===== config.mk =====
export PLATFORM = sky130hd
export DESIGN_NAME = mirrored_addr_mapper
export DESIGN_NICKNAME = d
export VERILOG_FILES = /design/src/rtl/mapper_pkg.sv /design/src/rtl/mapper_cfg.sv /design/src/rtl/mapper_xlate.sv /design/src/rtl/mapper_seq.sv /design/src/rtl/mirrored_addr_mapper.sv
export SDC_FILE = /design/constraint.sdc
export NUM_CORES = 1
export LEC_CHECK = 0
export CAP_MARGIN = 0
export CORE_ASPECT_RATIO = 1.75
export CORE_MARGIN = 3
export CORE_UTILIZATION = 61
export CTS_BUF_LIST = sky130_fd_sc_hd__clkbuf_8
export DETAILED_ROUTE_END_ITERATION = 8
export DONT_BUFFER_PORTS = 1
export PLACE_DENSITY = 0.77
export SLEW_MARGIN = 20
export SYNTH_ARGS = -nofsm -noshare
export SYNTH_HDL_FRONTEND = slang
export SYNTH_HIERARCHICAL = 1
export SYNTH_SLANG_ARGS = --single-unit
export TNS_END_PERCENT = 5

===== constraint.sdc =====
create_clock -name clk -period 7.6 [get_ports clk]
set_clock_uncertainty 0.15 [all_clocks]
set_input_delay 1.14 -clock clk [delete_from_list [all_inputs] [get_ports clk]]
set_output_delay 1.14 -clock clk [all_outputs]
set_load 0.01 [all_outputs]

===== src/rtl/mapper_pkg.sv =====
package mapper_pkg;
  localparam int AW = 24;
  localparam int DW = 32;
  localparam int NBYTES = DW / 8;
  localparam int IDX_W = $clog2(NBYTES);

  localparam logic [AW-1:0] ONE_MEG    = 24'h100000;
  localparam logic [AW-1:0] HI_IO_BASE = 24'hFFF000;
  localparam logic [AW-1:0] HI_IO_MASK = 24'hFFF3FF;
  localparam logic [AW-1:0] HI_RAM_BASE = 24'hFFE000;
  localparam logic [AW-1:0] HI_RAM_MASK = 24'hFFE3FF;

  typedef enum logic [1:0] {
    ST_IDLE = 2'd0,
    ST_RUN  = 2'd1,
    ST_RESP = 2'd2
  } seq_state_t;

  typedef struct packed {
    logic [AW-1:0] rom_size;
    logic [AW-1:0] low_end;
    logic [AW-1:0] high_start;
  } win_cfg_t;
endpackage


===== src/rtl/mapper_cfg.sv =====
module mapper_cfg
  import mapper_pkg::*;
#(
  parameter logic [AW-1:0] DEF_ROM_SIZE   = 24'h008000,
  parameter logic [AW-1:0] DEF_LOW_END    = 24'h200000,
  parameter logic [AW-1:0] DEF_HIGH_START = 24'hFFE000
) (
  input  logic          clk,
  input  logic          rst_n,
  input  logic          load,
  input  win_cfg_t      load_val,
  output win_cfg_t      cur,
  output logic [AW-1:0] rom_mask,
  output logic [AW-1:0] high_base
);
  win_cfg_t cfg_q;
  logic     accept;

  assign accept = load && (load_val.low_end >= ONE_MEG);

  always_ff @(posedge clk or negedge rst_n) begin
    if (!rst_n) begin
      cfg_q.rom_size   <= DEF_ROM_SIZE;
      cfg_q.low_end    <= DEF_LOW_END;
      cfg_q.high_start <= DEF_HIGH_START;
    end else if (accept) begin
      cfg_q <= load_val;
    end
  end

  assign cur       = cfg_q;
  assign rom_mask  = cfg_q.rom_size - 24'd1;
  assign high_base = cfg_q.rom_size + (cfg_q.low_end - ONE_MEG);


  low_end_floor_chk: assert property (@(posedge clk) disable iff (!rst_n)
    (load && (load_val.low_end < ONE_MEG)) |=> $stable(cfg_q));
endmodule


===== src/rtl/mapper_xlate.sv =====
module mapper_xlate
  import mapper_pkg::*;
(
  input  logic [AW-1:0] byte_addr,
  input  win_cfg_t      cfg,
  input  logic [AW-1:0] rom_mask,
  input  logic [AW-1:0] high_base,
  output logic [AW-1:0] offset,
  output logic          in_gap
);
  logic [AW-1:0] hi_masked;

  always_comb begin
    if (byte_addr >= HI_IO_BASE)       hi_masked = byte_addr & HI_IO_MASK;
    else if (byte_addr >= HI_RAM_BASE) hi_masked = byte_addr & HI_RAM_MASK;
    else                               hi_masked = byte_addr;
  end

  always_comb begin
    in_gap = 1'b0;
    offset = '0;
    if (byte_addr < cfg.low_end) begin
      if (byte_addr < ONE_MEG) offset = byte_addr & rom_mask;
      else                     offset = byte_addr + cfg.rom_size - ONE_MEG;
    end else if (byte_addr >= cfg.high_start) begin
      offset = (hi_masked - cfg.high_start) + high_base;
    end else begin
      in_gap = 1'b1;
    end
  end
endmodule


===== src/rtl/mapper_seq.sv =====
module mapper_seq
  import mapper_pkg::*;
(
  input  logic            clk,
  input  logic            rst_n,
  input  logic            req_valid,
  output logic            req_ready,
  input  logic [AW-1:0]   req_addr24,
  input  logic [1:0]      req_size,
  input  logic            req_write,
  input  logic [DW-1:0]   req_wdata,
  output logic            rsp_valid,
  input  logic            rsp_ready,
  output logic [DW-1:0]   rsp_rdata,
  output logic            rsp_fault,
  output logic [AW-1:0]   byte_addr,
  input  logic [AW-1:0]   byte_off,
  input  logic            byte_gap,
  output logic            mem_en,
  output logic            mem_we,
  output logic [AW-1:0]   mem_addr,
  output logic [7:0]      mem_wdata,
  input  logic [7:0]      mem_rdata
);
  seq_state_t       state_q;
  logic [AW-1:0]    base_q;
  logic [IDX_W-1:0] idx_q, last_q;
  logic             wr_q, fault_q;
  logic [DW-1:0]    wdata_q, rdata_q;
  logic [4:0]       lane;
  logic             running, accept;

  assign running   = (state_q == ST_RUN);
  assign accept    = req_valid && req_ready;
  assign lane      = {idx_q, 3'b000};
  assign byte_addr = base_q + {{(AW-IDX_W){1'b0}}, idx_q};

  assign mem_en    = running && !byte_gap;
  assign mem_we    = mem_en && wr_q;
  assign mem_addr  = byte_gap ? '0 : byte_off;
  assign mem_wdata = wdata_q[lane +: 8];

  always_ff @(posedge clk or negedge rst_n) begin
    if (!rst_n) begin
      state_q <= ST_IDLE;
      base_q  <= '0;
      idx_q   <= '0;
      last_q  <= '0;
      wr_q    <= 1'b0;
      fault_q <= 1'b0;
      wdata_q <= '0;
      rdata_q <= '0;
    end else begin
      case (state_q)
        ST_IDLE: if (accept) begin
          base_q  <= req_addr24;
          idx_q   <= '0;
          last_q  <= req_size[1] ? 2'd3 : {1'b0, req_size[0]};
          wr_q    <= req_write;
          wdata_q <= req_wdata;
          rdata_q <= '0;
          fault_q <= 1'b0;
          state_q <= ST_RUN;
        end
        ST_RUN: begin
          if (!wr_q) rdata_q[lane +: 8] <= byte_gap ? 8'h00 : mem_rdata;
          if (byte_gap) fault_q <= 1'b1;
          if (idx_q == last_q) state_q <= ST_RESP;
          else idx_q <= idx_q + 1'b1;
        end
        ST_RESP: if (rsp_ready) state_q <= ST_IDLE;
        default: state_q <= ST_IDLE;
      endcase
    end
  end

  assign req_ready = (state_q == ST_IDLE);
  assign rsp_valid = (state_q == ST_RESP);
  assign rsp_rdata = rdata_q;
  assign rsp_fault = fault_q;


  rsp_hold_chk: assert property (@(posedge clk) disable iff (!rst_n)
    (rsp_valid && !rsp_ready) |=> (rsp_valid && $stable(rsp_rdata) && $stable(rsp_fault)));


  accept_busy_chk: assert property (@(posedge clk) disable iff (!rst_n)
    (req_valid && req_ready) |=> !req_ready);


  mem_quiet_chk: assert property (@(posedge clk) disable iff (!rst_n)
    mem_en |-> (!req_ready && !rsp_valid));


  gap_fault_chk: assert property (@(posedge clk) disable iff (!rst_n)
    (running && byte_gap) |=> rsp_fault);
endmodule


===== src/rtl/mirrored_addr_mapper.sv =====
module mirrored_addr_mapper
  import mapper_pkg::*;
#(
  parameter logic [23:0] DEF_ROM_SIZE   = 24'h008000,
  parameter logic [23:0] DEF_LOW_END    = 24'h200000,
  parameter logic [23:0] DEF_HIGH_START = 24'hFFE000
) (
  input  logic        clk,
  input  logic        rst_n,
  input  logic        cfg_load,
  input  logic [23:0] cfg_rom_size,
  input  logic [23:0] cfg_low_end,
  input  logic [23:0] cfg_high_start,
  input  logic        req_valid,
  output logic        req_ready,
  input  logic [31:0] req_addr,
  input  logic [1:0]  req_size,
  input  logic        req_write,
  input  logic [31:0] req_wdata,
  output logic        rsp_valid,
  input  logic        rsp_ready,
  output logic [31:0] rsp_rdata,
  output logic        rsp_fault,
  output logic        mem_en,
  output logic        mem_we,
  output logic [23:0] mem_addr,
  output logic [7:0]  mem_wdata,
  input  logic [7:0]  mem_rdata
);
  win_cfg_t      cur_cfg, load_cfg;
  logic [AW-1:0] rom_mask, high_base;
  logic [AW-1:0] byte_addr, byte_off;
  logic          byte_gap;
  logic          unused_addr_hi;

  assign unused_addr_hi = ^req_addr[31:AW];

  assign load_cfg.rom_size   = cfg_rom_size;
  assign load_cfg.low_end    = cfg_low_end;
  assign load_cfg.high_start = cfg_high_start;

  mapper_cfg #(
    .DEF_ROM_SIZE  (DEF_ROM_SIZE),
    .DEF_LOW_END   (DEF_LOW_END),
    .DEF_HIGH_START(DEF_HIGH_START)
  ) u_cfg (
    .clk      (clk),
    .rst_n    (rst_n),
    .load     (cfg_load),
    .load_val (load_cfg),
    .cur      (cur_cfg),
    .rom_mask (rom_mask),
    .high_base(high_base)
  );

  mapper_xlate u_xlate (
    .byte_addr(byte_addr),
    .cfg      (cur_cfg),
    .rom_mask (rom_mask),
    .high_base(high_base),
    .offset   (byte_off),
    .in_gap   (byte_gap)
  );

  mapper_seq u_seq (
    .clk       (clk),
    .rst_n     (rst_n),
    .req_valid (req_valid),
    .req_ready (req_ready),
    .req_addr24(req_addr[AW-1:0]),
    .req_size  (req_size),
    .req_write (req_write),
    .req_wdata (req_wdata),
    .rsp_valid (rsp_valid),
    .rsp_ready (rsp_ready),
    .rsp_rdata (rsp_rdata),
    .rsp_fault (rsp_fault),
    .byte_addr (byte_addr),
    .byte_off  (byte_off),
    .byte_gap  (byte_gap),
    .mem_en    (mem_en),
    .mem_we    (mem_we),
    .mem_addr  (mem_addr),
    .mem_wdata (mem_wdata),
    .mem_rdata (mem_rdata)
  );
endmodule


==> flow_metrics.py <==
metrics = {
    "run_status": {
        "status": "finished, final reports clean",
    },
    "power_and_ir_drop": {
        "power_w": 0.007789,
        "power_density_nw_per_um2": 528.9,
        "irDropWorstVdd_v": 0.0002746,
        "power_leakage_nw": 7.101,
    },
    "detailed_routing": {
        "route.detailed.drc": 0,
        "via_count": 10920,
        "wirelength_mm": 36.56,
        "drtPass1Iterations": 5,
        "drt_iter0_drc": 613,
        "wl_per_cell_um": 20.65,
        "ant_nets": 0,
        "vias_per_cell": 6.172,
    },
    "sta": {
        "worstMarginPinSlew_ns": 0.9292,
        "setup_viol": 0,
        "min_period_ns": 7.403,
        "whs_ns": 0.1803,
        "fmax_ghz": 0.1351,
        "fin_tns_setup_ns": 0,
        "drv_slew": 0,
        "relSlewSlack_pct": 38.06,
        "fin_crit_sh_pct": 97.40,
        "hold_viol": 0,
    },
    "logic_synthesis": {
        "synth_fp_nets": 1800,
        "syn_avg_cell_area_um2": 9.564,
        "synthCells": 1453,
        "yosys_warnings": 6,
        "synth_area_um2": 13900,
    },
    "worst_setup_path": {
        "critPathMaxFanout": 6,
        "critPathLaunchType": "flip-flop",
        "arrival_ns": 6.11,
        "end_kind": "output pin",
        "worstSetupPathType": "flip-flop to output pin",
        "critical_path_required_ns": 6.31,
    },
    "global_routing": {
        "grt_max_degree": 169,
        "met3_usage_pct": 7.838,
        "globalRouteMet1Util_pct": 28.82,
        "antenna_found_initial": 5,
        "grt_pass1_vias": 11520,
        "grt-busiest-layer": "met2",
        "grt_pass1_wl_mm": 57.73,
        "met2_usage_pct": 55.92,
        "grt_remaining_overflow": 0,
        "track_usage_pct": 30.20,
    },
    "die": {
        "die_h_um": 205.7,
        "die_area_um2": 24700,
        "io_pins": 221,
        "dieWidth_um": 120.1,
        "coreArea_um2": 22250,
        "start_util_pct": 62.45,
        "num_rows": 72,
    },
    "hold_path": {
        "hp-class": "primary input to async pin",
    },
    "clock_network": {
        "cts_inserted_buffers": 17,
        "cts_root_buf": "clkbuf_8",
        "h-tree-depth": 4,
        "clock_sinks": 168,
        "cts_tree": "done",
        "clkLatencyLatePin_ns": 0.50,
        "clkTransAtPathRegs_ns": 0.10,
        "cts_max_path_buffers": 2,
    },
    "placed_design": {
        "placed_cell_area_um2": 14320,
        "port_buffers": 0,
        "hpwl_mm": 29.21,
        "globalplace.congestion": 1.002,
    },
    "layout": {
        "nFillCells": 1842,
        "final_nets": 1806,
        "drive_above_1_share_pct": 16.04,
        "final_area_um2": 14730,
        "final_common_cell": "inv_1",
        "final_cell_mix": "inv_1 (191), ha_1 (169), dfrtp_1 (154)",
        "area_delta_synth_final_pct": 5.979,
    },
    "job": {
        "drv_cap": 0,
    },
}
[state kept, by name (all words and copies together) (netlist names), 2 cells and up]
signal	count
u_seq/wdata_q	32
u_seq/state_q	2
u_cfg/cur	72
u_seq/base_q	24
u_seq/rsp_rdata	32
u_seq/idx_q	2
u_seq/last_q	2
[critical path, stage by stage, from the launching register on]
cell,delay [ns]
dfrtp_1,0.48
ha_1,0.31
ha_1,0.24
inv_1,0.10
fa_1,0.21
nor2b_1,0.07
o31a_1,0.28
o21ai_2,0.21
nand2b_1,0.14
buf_4,0.18
a31oi_1,0.20
xnor2_1,0.14
inv_1,0.08
fa_1,0.53
inv_1,0.04
ha_1,0.23
a21o_1,0.18
a21o_1,0.19
a221oi_2,0.33
o21ai_2,0.16
a311oi_4,0.38
o211ai_2,0.19
a41oi_2,0.27
xnor2_1,0.10
o22ai_1,0.14
nor2b_2,0.23
[path summary, 6_finish.rpt]
check,start,end,slack [ns],depth (start not counted)
max,u_cfg/cur[49],mem_addr[23],0.20,25
min,rst_n,u_cfg/cur[61],0.18,0
max reg2reg,u_seq/idx_q[1],u_seq/rsp_rdata[17],1.96,17
min reg2reg,u_cfg/cur[45],u_cfg/cur[45],0.35,2
max in group asynchronous,rst_n,u_cfg/cur[23],6.69,0
min in group clk,u_cfg/cur[45],u_cfg/cur[45],0.35,2
[what timing repair did]
| action | CTS | global route |
|---|---|---|
| cloned | 0 | 0 |
| hold buffers | 0 | 0 |
| setup endpoints to repair | 3 | 6 |
| gates resized for setup | 2 | 9 |
| hold endpoints to repair | 0 | 0 |
| pin swaps | 0 | 2 |
| setup buffers | 0 | 0 |
[per-stage QoR]
stage                     util [%]  std cells  setup WS, ns
after global placement       64.35       1736        0.6586
after detailed placement     64.35       1736        0.5586
final                        66.18       1770        0.1974
after CTS                    65.99       1767       0.04735
after global routing         66.15       1767      -0.02671
after floorplan                  -       1453        0.8608
[per-layer routing]
layer	vias to the layer above	share of wire, %
met3	140	6.4
met5	-	0.071
met1	5238	34
met4	6	6.8
li1	5123	-
met2	417	53
[final cells by class]
| type | count | area [um^2] | area share [%] |
|---|---|---|---|
| Antenna cell | 3 | 7.507 | 0.05098 |
| Clock buffer | 17 | 234.0 | 1.589 |
| Clock inverter | 14 | 125.1 | 0.8496 |
| Inverter | 190 | 713.2 | 4.843 |
| Multi-Input combinational cell | 1056 | 8860 | 60.16 |
| Sequential cell | 168 | 4222 | 28.67 |
| Tap cell | 296 | 370.4 | 2.515 |
| Timing Repair Buffer | 26 | 195.2 | 1.325 |
[report_power, final]
| group | internal [W] | switching (W) | leakage, nW |
|---|---|---|---|
| sequential | 0.00113 | 0.000212 | 2.03 |
| clock | 0.000259 | 0.000352 | 0.183 |
| combinational | 0.00240 | 0.00344 | 4.89 |
Note: power is estimated with default switching activity, not from simulation.
